**src/rtl/dpx_pkg.sv**
```systemverilog
package dpx_pkg;
  localparam int unsigned AW = 8;
  localparam int unsigned BW = 4;
  localparam int unsigned PW = AW + BW;
  localparam int unsigned NCH = 2;
  localparam int unsigned MW = 2;

  localparam logic [AW-1:0] WIN0_A = 8'h00;
  localparam logic [AW-1:0] PTR0_A = 8'h01;
  localparam logic [AW-1:0] MODE_A = 8'h04;
  localparam logic [AW-1:0] WIN1_A = 8'h08;
  localparam logic [AW-1:0] PTR1_A = 8'h09;
  localparam logic [AW-1:0] BANK_A = 8'h0F;

  localparam logic [AW-1:0] BNK_LO_START = 8'h10;
  localparam logic [AW-1:0] BNK_LO_END   = 8'h17;
  localparam logic [AW-1:0] BNK_HI_START = 8'h20;

  localparam logic [NCH*MW-1:0] MODE_RST = 4'b1010;

  typedef enum logic [MW-1:0] {
    STEP_DEC  = 2'b00,
    STEP_INC  = 2'b01,
    STEP_HOLD = 2'b10,
    STEP_KEEP = 2'b11
  } step_e;

  typedef enum logic [2:0] {
    TGT_MEM,
    TGT_NULL,
    TGT_PTR0,
    TGT_PTR1,
    TGT_MODE,
    TGT_BANK
  } tgt_e;

  function automatic logic in_bank_region(input logic [AW-1:0] a);
    return ((a >= BNK_LO_START) && (a <= BNK_LO_END)) || (a >= BNK_HI_START);
  endfunction
endpackage

```
**src/rtl/dpx_rst_sync.sv**
```systemverilog
module dpx_rst_sync (
  input  logic clk,
  input  logic arst_n,
  output logic srst_n
);
  logic [1:0] sync_q;
  logic [1:0] sync_d;

  always_comb sync_d = {sync_q[0], 1'b1};

  always_ff @(posedge clk or negedge arst_n) begin
    if (!arst_n) sync_q <= '0;
    else         sync_q <= sync_d;
  end

  assign srst_n = sync_q[1];
endmodule

```
**src/rtl/dpx_resolve.sv**
```systemverilog
module dpx_resolve
  import dpx_pkg::*;
(
  input  logic [AW-1:0]  addr_i,
  input  logic [AW-1:0]  ptr0_i,
  input  logic [AW-1:0]  ptr1_i,
  input  logic [BW-1:0]  bank_i,
  output logic [NCH-1:0] win_o,
  output tgt_e           tgt_o,
  output logic [PW-1:0]  phys_o
);
  logic [AW-1:0] eff;

  always_comb begin
    win_o = '0;
    eff   = addr_i;
    if (addr_i == WIN0_A) begin
      win_o[0] = 1'b1;
      eff      = ptr0_i;
    end else if (addr_i == WIN1_A) begin
      win_o[1] = 1'b1;
      eff      = ptr1_i;
    end
  end

  always_comb begin
    case (eff)
      WIN0_A, WIN1_A: tgt_o = TGT_NULL;
      PTR0_A:         tgt_o = TGT_PTR0;
      PTR1_A:         tgt_o = TGT_PTR1;
      MODE_A:         tgt_o = TGT_MODE;
      BANK_A:         tgt_o = TGT_BANK;
      default:        tgt_o = TGT_MEM;
    endcase
  end

  always_comb begin
    if (in_bank_region(eff)) phys_o = {bank_i, eff};
    else                     phys_o = {{BW{1'b0}}, eff};
  end
endmodule

```
**src/rtl/dpx_chan.sv**
```systemverilog
module dpx_chan
  import dpx_pkg::*;
(
  input  logic          clk,
  input  logic          rst_n,
  input  logic [MW-1:0] mode_i,
  input  logic          used_i,
  input  logic          load_i,
  input  logic [AW-1:0] load_val_i,
  output logic [AW-1:0] ptr_o
);
  logic [AW-1:0] ptr_q;
  logic [AW-1:0] ptr_d;
  logic          ptr_en;

  always_comb begin
    ptr_d  = ptr_q;
    ptr_en = load_i | used_i;
    if (load_i) begin
      ptr_d = load_val_i;
    end else if (used_i) begin
      case (step_e'(mode_i))
        STEP_INC: ptr_d = ptr_q + 1'b1;
        STEP_DEC: ptr_d = ptr_q - 1'b1;
        default:  ptr_d = ptr_q;
      endcase
    end
  end

  always_ff @(posedge clk or negedge rst_n) begin
    if (!rst_n)      ptr_q <= '0;
    else if (ptr_en) ptr_q <= ptr_d;
  end

  assign ptr_o = ptr_q;
endmodule

```
**src/rtl/dual_ptr_xlate.sv**
```systemverilog
module dual_ptr_xlate
  import dpx_pkg::*;
(
  input  logic          clk,
  input  logic          rst_n,
  input  logic          rd_en,
  input  logic [7:0]    rd_addr,
  output logic [7:0]    rd_data,
  input  logic          wr_en,
  input  logic [7:0]    wr_addr,
  input  logic [7:0]    wr_data,
  output logic          zf_we,
  output logic          zf_val,
  output logic          mem_rd_en,
  output logic [11:0]   mem_rd_addr,
  input  logic [7:0]    mem_rd_data,
  output logic          mem_wr_en,
  output logic [11:0]   mem_wr_addr,
  output logic [7:0]    mem_wr_data
);
  logic              rst_sync_n;
  logic [AW-1:0]     ptr [NCH];
  logic [NCH*MW-1:0] mode_q, mode_d;
  logic              mode_en;
  logic [BW-1:0]     bank_q, bank_d;
  logic              bank_en;
  logic [NCH-1:0]    rd_win, wr_win;
  tgt_e              rd_tgt, wr_tgt;
  logic [PW-1:0]     rd_phys, wr_phys;

  dpx_rst_sync u_rst (
    .clk    (clk),
    .arst_n (rst_n),
    .srst_n (rst_sync_n)
  );

  dpx_resolve u_res_rd (
    .addr_i (rd_addr),
    .ptr0_i (ptr[0]),
    .ptr1_i (ptr[1]),
    .bank_i (bank_q),
    .win_o  (rd_win),
    .tgt_o  (rd_tgt),
    .phys_o (rd_phys)
  );

  dpx_resolve u_res_wr (
    .addr_i (wr_addr),
    .ptr0_i (ptr[0]),
    .ptr1_i (ptr[1]),
    .bank_i (bank_q),
    .win_o  (wr_win),
    .tgt_o  (wr_tgt),
    .phys_o (wr_phys)
  );

  for (genvar g = 0; g < NCH; g++) begin : g_chan
    localparam tgt_e OWN_TGT = (g == 0) ? TGT_PTR0 : TGT_PTR1;
    logic used, load;
    always_comb begin
      used = (rd_en & rd_win[g]) | (wr_en & wr_win[g]);
      load = wr_en & (wr_tgt == OWN_TGT);
    end
    dpx_chan u_chan (
      .clk        (clk),
      .rst_n      (rst_sync_n),
      .mode_i     (mode_q[g*MW +: MW]),
      .used_i     (used),
      .load_i     (load),
      .load_val_i (wr_data),
      .ptr_o      (ptr[g])
    );
  end

  always_comb begin
    mode_en = wr_en & (wr_tgt == TGT_MODE);
    mode_d  = wr_data[NCH*MW-1:0];
    bank_en = wr_en & (wr_tgt == TGT_BANK);
    bank_d  = wr_data[BW-1:0];
  end

  always_ff @(posedge clk or negedge rst_sync_n) begin
    if (!rst_sync_n) begin
      mode_q <= MODE_RST;
      bank_q <= '0;
    end else begin
      if (mode_en) mode_q <= mode_d;
      if (bank_en) bank_q <= bank_d;
    end
  end

  always_comb begin
    case (rd_tgt)
      TGT_NULL: rd_data = '0;
      TGT_PTR0: rd_data = ptr[0];
      TGT_PTR1: rd_data = ptr[1];
      TGT_MODE: rd_data = {{(AW-NCH*MW){1'b0}}, mode_q};
      TGT_BANK: rd_data = {{(AW-BW){1'b0}}, bank_q};
      default:  rd_data = mem_rd_data;
    endcase
    zf_we       = rd_en & (|rd_win);
    zf_val      = (rd_data == '0);
    mem_rd_en   = rd_en & (rd_tgt == TGT_MEM);
    mem_rd_addr = rd_phys;
    mem_wr_en   = wr_en & (wr_tgt == TGT_MEM);
    mem_wr_addr = wr_phys;
    mem_wr_data = wr_data;
  end
endmodule

```
**config.mk**
```make
export PLATFORM = sky130hd
export DESIGN_NAME = dual_ptr_xlate
export DESIGN_NICKNAME = d
export VERILOG_FILES = /design/src/rtl/dpx_pkg.sv /design/src/rtl/dpx_rst_sync.sv /design/src/rtl/dpx_resolve.sv /design/src/rtl/dpx_chan.sv /design/src/rtl/dual_ptr_xlate.sv
export SDC_FILE = /design/constraint.sdc
export NUM_CORES = 1
export LEC_CHECK = 0
export ABC_AREA = 0
export BUFFER_PORTS_ARGS = -buffer_cell sky130_fd_sc_hd__buf_2
export CAP_MARGIN = 20
export CORE_UTILIZATION = 30
export CTS_CLUSTER_SIZE = 25
export DETAILED_ROUTE_END_ITERATION = 10
export GPL_TIMING_DRIVEN = 0
export PLACE_DENSITY = 0.51
export SETUP_SLACK_MARGIN = 0.02
export SYNTH_ARGS = -nofsm -noshare
export SYNTH_HDL_FRONTEND = slang
export SYNTH_SLANG_ARGS = --single-unit
```
**constraint.sdc**
```tcl
create_clock -name clk -period 6.9 [get_ports clk]
set_input_delay 2.07 -clock clk [delete_from_list [all_inputs] [get_ports clk]]
set_output_delay 2.07 -clock clk [all_outputs]
set_load 0.01 [all_outputs]
```
# --- After elaboration in Yosys (flattened, before gate mapping) ---
# Cells that the tools add are included.
# Widths: inputs -> output; s select.
classes:
  addsub: 4
  order_cmp: 6
  eq_ne: 23
  mux: 21
  bitwise_logic: 15
  reduce_logical: 22
ops:
  columns: ["cell", "count"]
  rows:
  - ["$eq 8x4->1 const B", 8]
  - ["$mux 8", 8]
  - ["$logic_not 8->1", 5]
  - ["$pmux 8 s5", 1]
  - ["$pmux 8 s2", 2]
  - ["$pmux 3 s5", 2]
  - ["$mux 12", 2]
  - ["$add 8x1->8 const B", 2]
  - ["$eq 8x1->1 const B", 2]
  - ["$eq 8x3->1 const B", 2]
  - ["$ge 8x5->1 const B", 2]
  - ["$ge 8x6->1 const B", 2]
  - ["$le 8x5->1 const B", 2]
  - ["$sub 8x1->8 const B", 2]
  - ["$eq 3x2->1 const B", 4]
  - ["$eq 3x3->1 const B", 4]
  - ["$and 1x1->1", 11]
  - ["$logic_not 3->1", 2]
  - ["$mux 1", 6]
  - ["$reduce_and 3->1", 2]
  - ["$reduce_bool 3->1", 2]
  - ["$reduce_or 2->1", 3]
  - ["$eq 2x1->1 const B", 2]
  - ["$logic_not 2->1", 2]
  - ["5 further kinds", 11]
totals:
  ff_bits: 26
  inputBits: 36
  out_inout_bits: 44
  word_cells: 96

# --- Logic depth before layout (Yosys ltp) ---
# Gate-level depths: netlist of the first run.
depth:
  word_depth: 10
  mapped_depth: 11
  ltp_nobuf: 11

# --- By module ---
# Synthesis of the first run repeated with hierarchy kept, for this count alone.
hier_totals:
  hier_cells: 345
  area_unflattened_um2: 2790.2
by_module_without_submodules:
  columns: ["mod", "n_inst", "cells_each", "area_each_um2", "seq_area_each_um2"]
  rows:
  - ["dpx_chan", 2, 66, 600.6, 200.2]
  - ["dual_ptr_xlate", 1, 108, 864.6, 202.7]
  - ["dpx_resolve", 2, 51, 335.3, 0.0]
  - ["dpx_rst_sync", 1, 3, 53.8, 50.0]

# --- Worst setup path before layout of the first run ---
# OpenSTA, ideal clock, no wires.
synth_timing:
  kind: "input to output"
  start: "input port rd_addr[4]"
  end: "output port zf_val"
  arrival_time_ns: 4.547
  required_time_ns: 4.830
  setup_slack_ns: 0.283
  stages: 10
  path_buffers: 1
  path_cell_list: "or3_1 -> o41a_1 -> inv_1 -> a311oi_1 -> a31oi_4 -> buf_4 -> mux2i_1 -> o32ai_1 -> a21o_1 -> nor4b_2"
synth_between:
  elab_chain_len: 9
  elab_cells_between_ends: 19
  classes_between: "eq/ne (11); mux (4); reduce/logical (4)"
synth_lines:
  columns: ["item", "line_no", "text"]
  rows:
  - ["from (decl)", "dual_ptr_xlate.sv:7", "input logic [7:0] rd_addr,"]
  - ["$eq 8x4->1", "dpx_resolve.sv:20", "end else if (addr_i == WIN1_A) begin"]
  - ["$mux 8", "dpx_resolve.sv:20", null]
  - ["$mux 8 (*)", "dpx_resolve.sv:17", "if (addr_i == WIN0_A) begin"]
  - ["$eq 8x4->1 or $logic_not 8->1 (tied branches)", "dpx_resolve.sv:27", "case (eff)"]
  - ["$reduce_or 2->1", "dpx_resolve.sv:27", null]
  - ["$pmux 3 s5 (*)", "dpx_resolve.sv:27", null]
  - ["$eq 3x3->1 (tied with other cells)", "dual_ptr_xlate.sv:93", "case (rd_tgt)"]
  - ["$pmux 8 s5 (*)", "dual_ptr_xlate.sv:93", null]
  - ["net rd_data[0]", "dual_ptr_xlate.sv:8", "output logic [7:0] rd_data,"]
  - ["$logic_not 8->1 (*)", "dual_ptr_xlate.sv:102", "zf_val = (rd_data == '0);"]
  - ["to (decl)", "dual_ptr_xlate.sv:13", "output logic zf_val,"]
# The timed path passes the listed nets; every way through them passes the cells marked *.

# --- Final worst setup path of the first run ---
layout_timing:
  start: "input port rd_addr[7]"
  end: "output port zf_val"
layout_between:
  elab_chain_len: 9
  elab_cells_between_ends: 19
  classes_between: "eq/ne (11); mux (4); reduce/logical (4)"
layout_lines:
  columns: ["item", "line_no"]
  rows:
  - ["$eq 8x4->1", "dpx_resolve.sv:20"]
  - ["$mux 8", "dpx_resolve.sv:20"]
  - ["$mux 8 (*)", "dpx_resolve.sv:17"]
  - ["$eq 8x4->1 or $logic_not 8->1 (tied branches)", "dpx_resolve.sv:27"]
  - ["$reduce_or 2->1", "dpx_resolve.sv:27"]
  - ["$pmux 3 s5 (*)", "dpx_resolve.sv:27"]
  - ["$eq 3x3->1 (tied with other cells)", "dual_ptr_xlate.sv:93"]
  - ["$pmux 8 s5 (*)", "dual_ptr_xlate.sv:93"]
  - ["$logic_not 8->1 (*)", "dual_ptr_xlate.sv:102"]
# Every way passes the cells marked *; elsewhere a longest branch is shown, timed or not.

==> impl_metrics.py, run 1 <==
metrics = {
    "grt": {
        "grtUsageMet3": 0.00984,
        "grt_max_degree": 25,
        "grt_pass1_wl_um": 13000,
        "antenna_found_initial": 0,
        "grt_use_met1": 0.224,
        "grt-ovfl-total": 0,
        "busiest_layer": "met2",
        "grt_util_met2": 0.286,
        "grt_pass1_vias": 2453,
        "grt_usage": 0.169,
    },
    "timing": {
        "setup_ws_ns": 0.157,
        "hold_viol": 0,
        "setup_violations": 0,
        "period_share": 0.977,
        "hold_slack_ns": 0.104,
        "max-slew-margin-rel": 0.350,
        "clock_skew_ns": 0.00398,
        "fmax_mhz": 148,
        "tightest_slew_ns": 0.975,
        "slew_violations": 0,
        "period_needed_ns": 6.74,
    },
    "synth": {
        "synth_area_leader_cell": "dfrtp_1",
        "ys.flop_type": "dfrtp_1",
        "synth_warnings": 0,
        "ys_seq_area_frac": 0.228,
        "ys_seq_elements": 26,
        "synth_area_leaders": "dfrtp_1 21%, mux2_2 11%, mux2i_1 6.3%, ha_1 5.2%, xnor2_1 3.1%",
        "synth_edf_count": 0,
        "synth_top_cell_area_share": 0.210,
        "synthArstFlopShare": 1.00,
        "syn_avg_cell_area_um2": 9.60,
        "yosysUniqueCellTypes": 63,
        "synth.net_count": 348,
        "synth_cells": 298,
        "synth_area_um2": 2860,
    },
    "setup_path": {
        "crit_top_cell": "a311oi_2",
        "required_ns": 4.83,
        "slowest_stage": "or4_4",
        "criticalPathCategory": "primary input to primary output",
        "max_stage_delay_ns": 0.56,
        "start_kind": "primary input",
        "crit_chain": "buf_4 > or4_4 > o41ai_4 > a311oi_2 > a31oi_4 > mux2i_2 > o32ai_2 > a311oi_2 > nor4b_2 > buf_2",
        "worst_setup_path_end_kind": "primary output",
        "worstPathMaxFanout": 6,
        "arrival_ns": 4.67,
    },
    "finish": {
        "drive_above_1_share": 0.458,
        "fin_util": 0.396,
        "instances_no_fill": 520,
        "syn2layout_area_growth_pct": 28.0,
        "antenna_cells": 0,
        "nets": 442,
    },
    "clock_tree": {
        "cts-root-to-sink-buffers": 2,
        "clkSlewWorstSetupHoldPaths_ns": 0.10,
        "cts_root_buffer": "clkbuf_8",
        "cts_buffers": 3,
        "tritoncts": "done",
        "cts.sinks": 26,
        "clk_latency_ns": 0.27,
        "htreeDepth": 1,
    },
    "floorplan": {
        "rows": 35,
        "die_h_um": 99.7,
        "start_util": 0.310,
        "die_w_um": 99.7,
        "die_area_um2": 9930,
        "core_area_um2": 9240,
        "pin_count": 80,
    },
    "routing": {
        "ant_nets": 0,
        "drc": 0,
        "finalWirelength_um": 8320,
        "dr.pass1.iters": 4,
        "wire_per_inst_um": 16.0,
        "num_vias": 2586,
        "vias_per_cell": 4.97,
        "drt-initial-drc-count": 71,
    },
    "power_and_ir_drop": {
        "p_leak_nw": 1.77,
        "power_density_nw_per_um2": 164,
        "peakVddDrop_mv": 0.0709,
    },
    "flow_run": {
        "cap_violations": 0,
    },
    "placement": {
        "hpwl_um": 6810,
        "post-place-cells": 505,
        "place.gp.congestion": 0.833,
        "io_buffer_count": 78,
        "dp_slack_ns": -0.151,
    },
    "outcome": {
        "status": "completed",
    },
    "min_path": {
        "hold_path_class": "flop to async pin",
    },
}
-- routing by layer --
metal	vias up	wire length [um]
li1	1277	-
met1	1234	3870
met2	64	3960
met3	11	261
met4	0	227
met5	-	0
-- where the power goes --
part	internal, mW	switching (mW)
Combinational	0.138	0.133
Sequential	0.170	0.0291
Clock	0.0776	0.0507
-- worst max-delay path: cells and delay by family --
kind,cells,cell delay [ns]
compound gates,5,1.25
simple gates,2,0.79
buf+inv,2,0.29
mux,1,0.27
-- cell type report --
class | instances | area [um2]
tap | 129 | 161
clock buffer | 3 | 41.3
buffer | 14 | 124
sequential | 26 | 653
multi-input combinational | 241 | 2080
inverter | 17 | 63.8
clock inverter | 1 | 30.0
timing repair buffer | 89 | 505
fill | 951 | 5580
-- path summary, 6_finish.rpt --
kind | endpoint | slack, ns | startpoint | depth (start not counted)
hold / removal | g_chan[0].u_chan.ptr_o[6]$_DFFE_PN0P_ | 0.10 | u_rst.sync_q[1]$_DFF_PN0_ | 0
min in group clk | u_rst.sync_q[1]$_DFF_PN0_ | 0.36 | u_rst.sync_q[0]$_DFF_PN0_ | 0
setup reg to reg | g_chan[0].u_chan.ptr_o[2]$_DFFE_PN0P_ | 3.95 | g_chan[1].u_chan.ptr_o[5]$_DFFE_PN0P_ | 8
max in group asynchronous | u_rst.sync_q[1]$_DFF_PN0_ | 5.25 | rst_n | 1
hold reg to reg | g_chan[0].u_chan.ptr_o[6]$_DFFE_PN0P_ | 0.10 | u_rst.sync_q[1]$_DFF_PN0_ | 0
setup / recovery | zf_val | 0.16 | rd_addr[7] | 10
-- synthesized netlist by cell type, types with 3 or more instances --
library cell / number
o21a_1: 7
nor2_1: 15
inv_1: 17
nor3_1: 4
a21o_1: 7
a31o_2: 5
and2_1: 10
or2_2: 3
nor2b_1: 5
o32ai_1: 3
nand3_1: 5
mux2_2: 29
mux2_4: 4
buf_4: 9
xor2_1: 4
dfrtp_1: 24
a21oi_1: 12
o21ai_0: 14
ha_1: 12
mux2i_1: 18
nand2_1: 18
xnor2_1: 10
nand2b_1: 6
o22a_2: 3
-- metrics by stage --
step / setup TNS [ns] / area [um2] / power, mW
final: 0 / 3660 / 0.599
after global routing: -0.0128 / 3660 / 0.640
after CTS: 0 / 3530 / 0.596
after detailed placement: -0.151 / 3410 / 0.464
after global placement: -0.136 / 3410 / 0.460
after floorplan: 0 / 2860 / 0.388
-- flip-flops by register name, indices dropped and copies added (netlist names) --
name	count
g_chan.u_chan.ptr_o	16
mode_q	4
u_rst.sync_q	2
bank_q	4
-- cells in the final DEF, fill, tap and decap left out, drive strengths merged, types with 3 or more instances in the layout --
cell type,synthesis,routed
a21o,8,8
a21oi,12,12
a31o,5,5
a31oi,3,3
and2,10,10
buf,11,100
clkbuf,2,5
dfrtp,24,24
ha,12,12
inv,17,17
mux2,33,33
mux2i,18,18
nand2,18,18
nand2b,6,6
nand3,6,6
nor2,16,16
nor2b,5,5
nor3,5,5
nor4,3,3
nor4b,4,4
o21a,7,7
o21ai,16,16
o22a,3,3
o31ai,3,3
o32ai,3,3
o41ai,3,3
or2,3,3
or4,3,3
xnor2,10,10
xor2,4,4
-- cell families after synthesis --
logic type | synth area share
buffers and inverters | 0.0630
multiplexers | 0.198
XOR/XNOR | 0.0428
flip-flops | 0.228
AO/OA/AOI/OAI | 0.193
AND/OR/NAND/NOR | 0.207
adder cells (fa/ha/maj) | 0.0665
other | 0.00131
-- what timing repair did --
| item | 4_1_cts | 5_1_grt |
|---|---|---|
| hold buffers | 0 | 0 |
| setup buffers | 4 | 6 |
| pin swaps | 1 | 9 |
| endpoints found under the setup margin | 1 | 2 |
| gates resized for setup | 5 | 14 |
Note: power is estimated with default switching activity, not from simulation.
==> run 2: changes to the inputs <==
--- a/config.mk
+++ b/config.mk
@@ -5,14 +5,13 @@
 export SDC_FILE = /design/constraint.sdc
 export NUM_CORES = 1
 export LEC_CHECK = 0
-export ABC_AREA = 0
+export ABC_AREA = 1
 export BUFFER_PORTS_ARGS = -buffer_cell sky130_fd_sc_hd__buf_2
 export CAP_MARGIN = 20
 export CORE_UTILIZATION = 30
 export CTS_CLUSTER_SIZE = 25
 export DETAILED_ROUTE_END_ITERATION = 10
 export GPL_TIMING_DRIVEN = 0
-export PLACE_DENSITY = 0.51
 export SETUP_SLACK_MARGIN = 0.02
 export SYNTH_ARGS = -nofsm -noshare
 export SYNTH_HDL_FRONTEND = slang
==> run 2 against run 1 <==
  * Synthesized area rose by 7.8%
  * Critical path depth is 6 higher
  * Global-route usage up 1.6 points
  * Die area is 7.6% higher
  * Maximum frequency up 13%
  * Critical endpoint unchanged
==> impl_metrics.py, run 2 <==
metrics = {
    "outcome": {
        "status": "completed",
    },
    "power_and_ir_drop": {
        "clock_power_share": 0.198,
        "peakVddDrop_mv": 0.0878,
        "p_comb_frac": 0.467,
        "power_mw": 0.648,
        "switchingPower_mw": 0.273,
        "intPower_mw": 0.376,
        "swShare": 0.421,
        "seq_power_share": 0.335,
        "power_density_nw_per_um2": 173,
        "p_leak_nw": 2.07,
    },
    "synth": {
        "synth_warnings": 0,
        "ys.flop_type": "dfrtp_1",
        "synth_edf_count": 0,
        "synth_top_cell_area_share": 0.195,
        "synth_area_um2": 3080,
        "synth_cells": 474,
        "ys_seq_elements": 26,
        "synthArstFlopShare": 1.00,
        "syn_avg_cell_area_um2": 6.51,
        "yosys.cell_count.top_type": "nand2_1",
        "synth_area_leader_cell": "dfrtp_1",
        "yosysUniqueCellTypes": 40,
        "synth.net_count": 524,
        "synth_common_cells": "122 x nand2_1, 62 x inv_1, 55 x nand3_1",
        "ys_seq_area_frac": 0.212,
        "synth_area_leaders": "dfrtp_1 19%, nand2_1 15%, nand3_1 8.9%, inv_1 7.5%, ha_1 4.9%",
    },
    "grt": {
        "grt_max_degree": 25,
        "grt_util_met2": 0.306,
        "grtUsageMet3": 0.0228,
        "grt_usage": 0.185,
        "grt_pass1_wl_um": 15200,
        "busiest_layer": "met2",
        "antenna_found_initial": 0,
        "grt-ovfl-total": 0,
        "grt_pass1_vias": 3110,
        "grt_use_met1": 0.255,
    },
    "finish": {
        "syn2layout_area_growth_pct": 21.3,
        "largest_reg_flops": 16,
        "drive_above_1_share": 0.273,
        "mostFrequentLayoutCells": "122 x nand2_1, 78 x buf_2, 62 x inv_1",
        "antenna_cells": 0,
        "final_common_cell": "nand2_1",
        "nets": 608,
    },
    "clock_tree": {
        "cts_buffers": 3,
        "tritoncts": "done",
        "cts_hold_buf": 0,
        "cts-root-to-sink-buffers": 2,
        "cts.repair.resized": 0,
        "clkSlewWorstSetupHoldPaths_ns": 0.09,
        "post_cts_buffers": 0,
        "clk_latency_ns": 0.28,
        "cts.sinks": 26,
        "htreeDepth": 1,
        "cts_root_buffer": "clkbuf_8",
    },
    "timing": {
        "max-slew-margin-rel": 0.515,
        "tightest_slew_ns": 0.723,
        "period_needed_ns": 5.98,
        "period_share": 0.867,
        "hold_viol": 0,
        "setup_violations": 0,
        "clock_skew_ns": 0.00193,
        "rsz0062_at_grt": "no",
        "slew_violations": 0,
        "finalSetupTns_ns": 0,
        "hold_slack_ns": 0.0898,
        "fmax_mhz": 167,
    },
    "setup_path": {
        "criticalPathCategory": "primary input to primary output",
        "arrival_ns": 3.91,
        "worstPathMaxFanout": 10,
        "worst_setup_path_end_kind": "primary output",
        "required_ns": 4.83,
        "start_kind": "primary input",
    },
    "routing": {
        "vias_per_cell": 4.77,
        "ant_nets": 0,
        "drc": 0,
        "drt-initial-drc-count": 169,
        "dr.pass1.iters": 5,
        "finalWirelength_um": 9340,
        "num_vias": 3290,
        "wire_per_inst_um": 13.5,
    },
    "flow_run": {
        "cap_violations": 0,
    },
    "floorplan": {
        "die_area_um2": 10700,
        "pin_count": 80,
        "die_h_um": 103,
        "core_area_um2": 9860,
        "rows": 36,
        "die_w_um": 103,
        "start_util": 0.313,
    },
    "placement": {
        "place.gp.congestion": 0.931,
        "io_buffer_count": 78,
        "hpwl_um": 7870,
    },
    "min_path": {
        "hold_path_class": "flop to async pin",
    },
}
run 2: changes by cell type after synthesis, sizes merged, moves of 7 or more:
cell	previous run	this run
a21oi	12	19
inv	17	76
nand4	2	15
a21o	8	0
nand3	6	62
mux2i	18	0
o21a	7	0
mux2	33	0
and2	10	0
nor2	16	53
o21ai	16	35
nand2	18	133
run 2: worst max-delay path: stages:
cell and delay, ns:
buf_2 0.11, inv_2 0.06, nand2_1 0.08, nor2_4 0.23
nand3_1 0.14, nand3_1 0.17, nand2_1 0.11, nor2_2 0.26
nand2_1 0.13, o21ai_1 0.16, inv_1 0.06, nand2_1 0.07
nor2_1 0.05, nand2_1 0.05, nor2_1 0.04, buf_2 0.13
run 2: layer usage:
metal | up-vias | part of all wire
li1 | 1691 | -
met1 | 1481 | 0.48
met2 | 104 | 0.44
met3 | 14 | 0.065
met4 | 0 | 0.015
met5 | - | 0
run 2: layout make-up:
type,count,area [um2]
Buffer,14,105
Clock buffer,3,41.3
Clock inverter,1,30.0
Fill cell,1075,6120
Inverter,76,288
Multi-Input combinational cell,358,2040
Sequential cell,26,653
Tap cell,133,166
Timing Repair Buffer,79,418
run 2: final timing paths:
| check | depth (start not counted) | startpoint | slack [ns] | endpoint |
|---|---|---|---|---|
| max in group asynchronous | 1 | rst_n | 5.25 | u_rst.sync_q[1]$_DFF_PN0_ |
| setup reg to reg | 12 | mode_q[2]$_DFFE_PN0P_ | 4.23 | g_chan[1].u_chan.ptr_o[6]$_DFFE_PN0P_ |
| min in group clk | 0 | u_rst.sync_q[0]$_DFF_PN0_ | 0.36 | u_rst.sync_q[1]$_DFF_PN0_ |
| hold reg to reg | 0 | u_rst.sync_q[1]$_DFF_PN0_ | 0.09 | g_chan[0].u_chan.ptr_o[5]$_DFFE_PN0P_ |
| hold / removal | 0 | u_rst.sync_q[1]$_DFF_PN0_ | 0.09 | g_chan[0].u_chan.ptr_o[5]$_DFFE_PN0P_ |
| setup / recovery | 16 | rd_addr[2] | 0.92 | zf_val |
run 2: kinds of logic (layout without fill, tap and decap cells):
kind of cell,count (synthesis),count (layout),share of synthesized area
AOI/OAI and AO/OA,59,59,0.109
xor gates and xnor gates,12,12,0.0341
adders and majority gates,14,14,0.0617
buffers and inverters,90,173,0.127
DFF,26,26,0.212
other,1,1,0.00122
and+or+nand+nor,272,272,0.455
run 2: metrics by stage:
step	area [um2]	std cells	utilization	worst slack (ns)
after detailed placement	3640	685	0.369	0.907
after global routing	3740	690	0.379	0.616
after floorplan	3080	474	-	1.27
final	3740	690	0.379	0.916
after CTS	3710	689	0.376	0.909
after global placement	3640	685	0.369	0.928
run 2: power by group through the flow:
stage / logic, mW / clock network [mW] / registers [mW]
after floorplan: 0.227 / 0 / 0.200
after global placement: 0.287 / 0 / 0.220
after detailed placement: 0.298 / 0 / 0.221
after CTS: 0.299 / 0.131 / 0.218
after global routing: 0.349 / 0.134 / 0.220
final: 0.303 / 0.128 / 0.217
==> run 3: changes to the inputs <==
--- a/config.mk
+++ b/config.mk
@@ -12,6 +12,7 @@
 export CTS_CLUSTER_SIZE = 25
 export DETAILED_ROUTE_END_ITERATION = 10
 export GPL_TIMING_DRIVEN = 0
+export RECOVER_POWER = 100
 export SETUP_SLACK_MARGIN = 0.02
 export SYNTH_ARGS = -nofsm -noshare
 export SYNTH_HDL_FRONTEND = slang
==> run 3 against run 2 <==
  * Combinational power decreased by 3%
  * Largest cell class unchanged
  * First-iteration DRC count increased by 23%
  * Setup slack got worse by 0.22 ns
  * Die area unchanged
  * Utilization decreased by 1.7 points
  * Worst hold slack got worse by 0.047 ns
  * Count of clock-buffer cells in the layout unchanged
  * Critical path depth increased by 2
  * Sequential power about the same
  * Register-to-register slack got worse by 0.13 ns
==> impl_metrics.py, run 3 (synthesis gave the netlist of run 2 again) <==
metrics = {
    "grt": {
        "grt_pass1_wl_um": 15200,
        "grt-ovfl-total": 0,
        "grt_usage": 0.185,
        "antenna_found_initial": 0,
        "grt_max_degree": 25,
        "grt_pass1_vias": 3110,
    },
    "clock_tree": {
        "tritoncts": "done",
        "post_cts_buffers": 0,
        "cts_hold_buf": 0,
        "cts.repair.resized": 0,
        "cts_root_buffer": "clkbuf_8",
        "cts-root-to-sink-buffers": 2,
        "cts.sinks": 26,
        "cts_buffers": 3,
        "clk_latency_ns": 0.28,
        "clkSlewWorstSetupHoldPaths_ns": 0.09,
        "htreeDepth": 1,
    },
    "power_and_ir_drop": {
        "seq_power_share": 0.339,
        "power_density_nw_per_um2": 179,
        "p_leak_nw": 1.93,
        "p_comb_frac": 0.461,
        "switchingPower_mw": 0.269,
        "power_mw": 0.639,
        "peakVddDrop_mv": 0.0874,
        "swShare": 0.421,
        "clock_power_share": 0.201,
        "intPower_mw": 0.370,
    },
    "placement": {
        "dp_slack_ns": 0.907,
        "hpwl_um": 7870,
        "post-place-cells": 685,
        "dpl_cell_area_um2": 3640,
        "io_buffer_count": 78,
        "place.gp.congestion": 0.931,
    },
    "timing": {
        "rsz0062_at_grt": "no",
        "hold_viol": 0,
        "setup_violations": 0,
        "tightest_slew_ns": 1.21,
        "hold_slack_ns": 0.0432,
        "finalSetupTns_ns": 0,
        "setup_ws_ns": 0.700,
        "slew_violations": 0,
        "period_needed_ns": 6.20,
        "clock_skew_ns": 0.00194,
        "fmax_mhz": 161,
        "max-slew-margin-rel": 0.191,
        "period_share": 0.899,
    },
    "routing": {
        "wire_per_inst_um": 13.6,
        "ant_nets": 0,
        "dr.pass1.iters": 5,
        "drt-initial-drc-count": 208,
        "finalWirelength_um": 9350,
        "drc": 0,
        "vias_per_cell": 4.76,
        "num_vias": 3287,
    },
    "floorplan": {
        "die_area_um2": 10700,
        "core_area_um2": 9860,
        "rows": 36,
        "die_w_um": 103,
        "start_util": 0.313,
        "pin_count": 80,
        "die_h_um": 103,
    },
    "setup_path": {
        "crit_chain": "buf_2 > inv_1 > nand2_1 > nor2_4 > nand2_1 > nand2_1 > nand2_1 > nor2_1 > nand2_1 > nor2_1 > nand3_1 > o21ai_0 > inv_1 > nand2_1 > nor2_1 > nand2_1 > nor2_1 > buf_2",
        "arrival_ns": 4.13,
        "required_ns": 4.83,
        "crit_top_cell": "nand2_1",
        "max_stage_delay_ns": 0.41,
        "crit_buf_inv": 4,
        "cp_top_family": "simple AND/OR/NAND/NOR gates",
        "worstPathMaxFanout": 10,
        "start_kind": "primary input",
        "criticalPathCategory": "primary input to primary output",
        "worst_setup_path_end_kind": "primary output",
        "slowest_stage": "nor2_1",
    },
    "finish": {
        "fin_util": 0.362,
        "instances_no_fill": 690,
        "regArea_um2": 653,
        "syn2layout_area_growth_pct": 15.9,
        "mostFrequentLayoutCells": "125 x nand2_1, 66 x inv_1, 59 x nand3_1",
        "nets": 608,
        "antenna_cells": 0,
        "drive_above_1_share": 0.183,
        "largest_reg_flops": 16,
        "multi_input_area_um2": 1940,
        "fill_cells": 1108,
        "final_common_cell": "nand2_1",
        "design_area_um2": 3570,
    },
    "flow_run": {
        "cap_violations": 0,
    },
    "min_path": {
        "hold_path_class": "flop to async pin",
    },
    "outcome": {
        "status": "completed",
    },
}
-- run 3: cell types whose count changed in the layout (fill, tap and decap cells not counted), moves of 2 or more --
cell      delta
buf_2       -30
clkbuf_1    +32
inv_1        +4
inv_2        -4
nand2_1      +3
nand2_4      -2
nand3_1      +4
nand3_4      -3
nor2_1       +4
nor2_2       -3
o21ai_0     +11
o21ai_1     -11
-- run 3: layout make-up --
class	instances	share of cell area
Multi-Input combinational cell	358	0.543
Inverter	76	0.0805
Timing Repair Buffer	79	0.0998
Sequential cell	26	0.183
Clock buffer	3	0.0116
Buffer	14	0.0273
Tap cell	133	0.0466
Clock inverter	1	0.00840
-- run 3: worst paths after layout --
kind / from / endpoint / slack (ns) / depth (start not counted)
setup reg to reg: g_chan[1].u_chan.ptr_o[0]$_DFFE_PN0P_ / g_chan[1].u_chan.ptr_o[4]$_DFFE_PN0P_ / 4.10 / 9
setup / recovery: rd_addr[2] / zf_val / 0.70 / 18
hold / removal: u_rst.sync_q[1]$_DFF_PN0_ / g_chan[0].u_chan.ptr_o[5]$_DFFE_PN0P_ / 0.04 / 0
hold reg to reg: u_rst.sync_q[1]$_DFF_PN0_ / g_chan[0].u_chan.ptr_o[5]$_DFFE_PN0P_ / 0.04 / 0
max in group asynchronous: rst_n / u_rst.sync_q[1]$_DFF_PN0_ / 5.22 / 1
min in group clk: u_rst.sync_q[0]$_DFF_PN0_ / u_rst.sync_q[1]$_DFF_PN0_ / 0.36 / 0
-- run 3: metal layers --
metal | vias up | GRT usage | wire length, um
met2 | 115 | 0.306 | 4140
met1 | 1469 | 0.255 | 4330
met5 | - | 0 | 0
li1 | 1687 | - | -
met3 | 16 | 0.0228 | 729
met4 | 0 | 0.0488 | 157
-- run 3: power groups by stage --
stage	clock network, mW	logic [mW]	registers, mW
detailed placement	0	0.298	0.221
floorplan	0	0.227	0.200
CTS	0.131	0.299	0.218
global route	0.134	0.340	0.219
finish	0.128	0.294	0.216
global placement	0	0.287	0.220
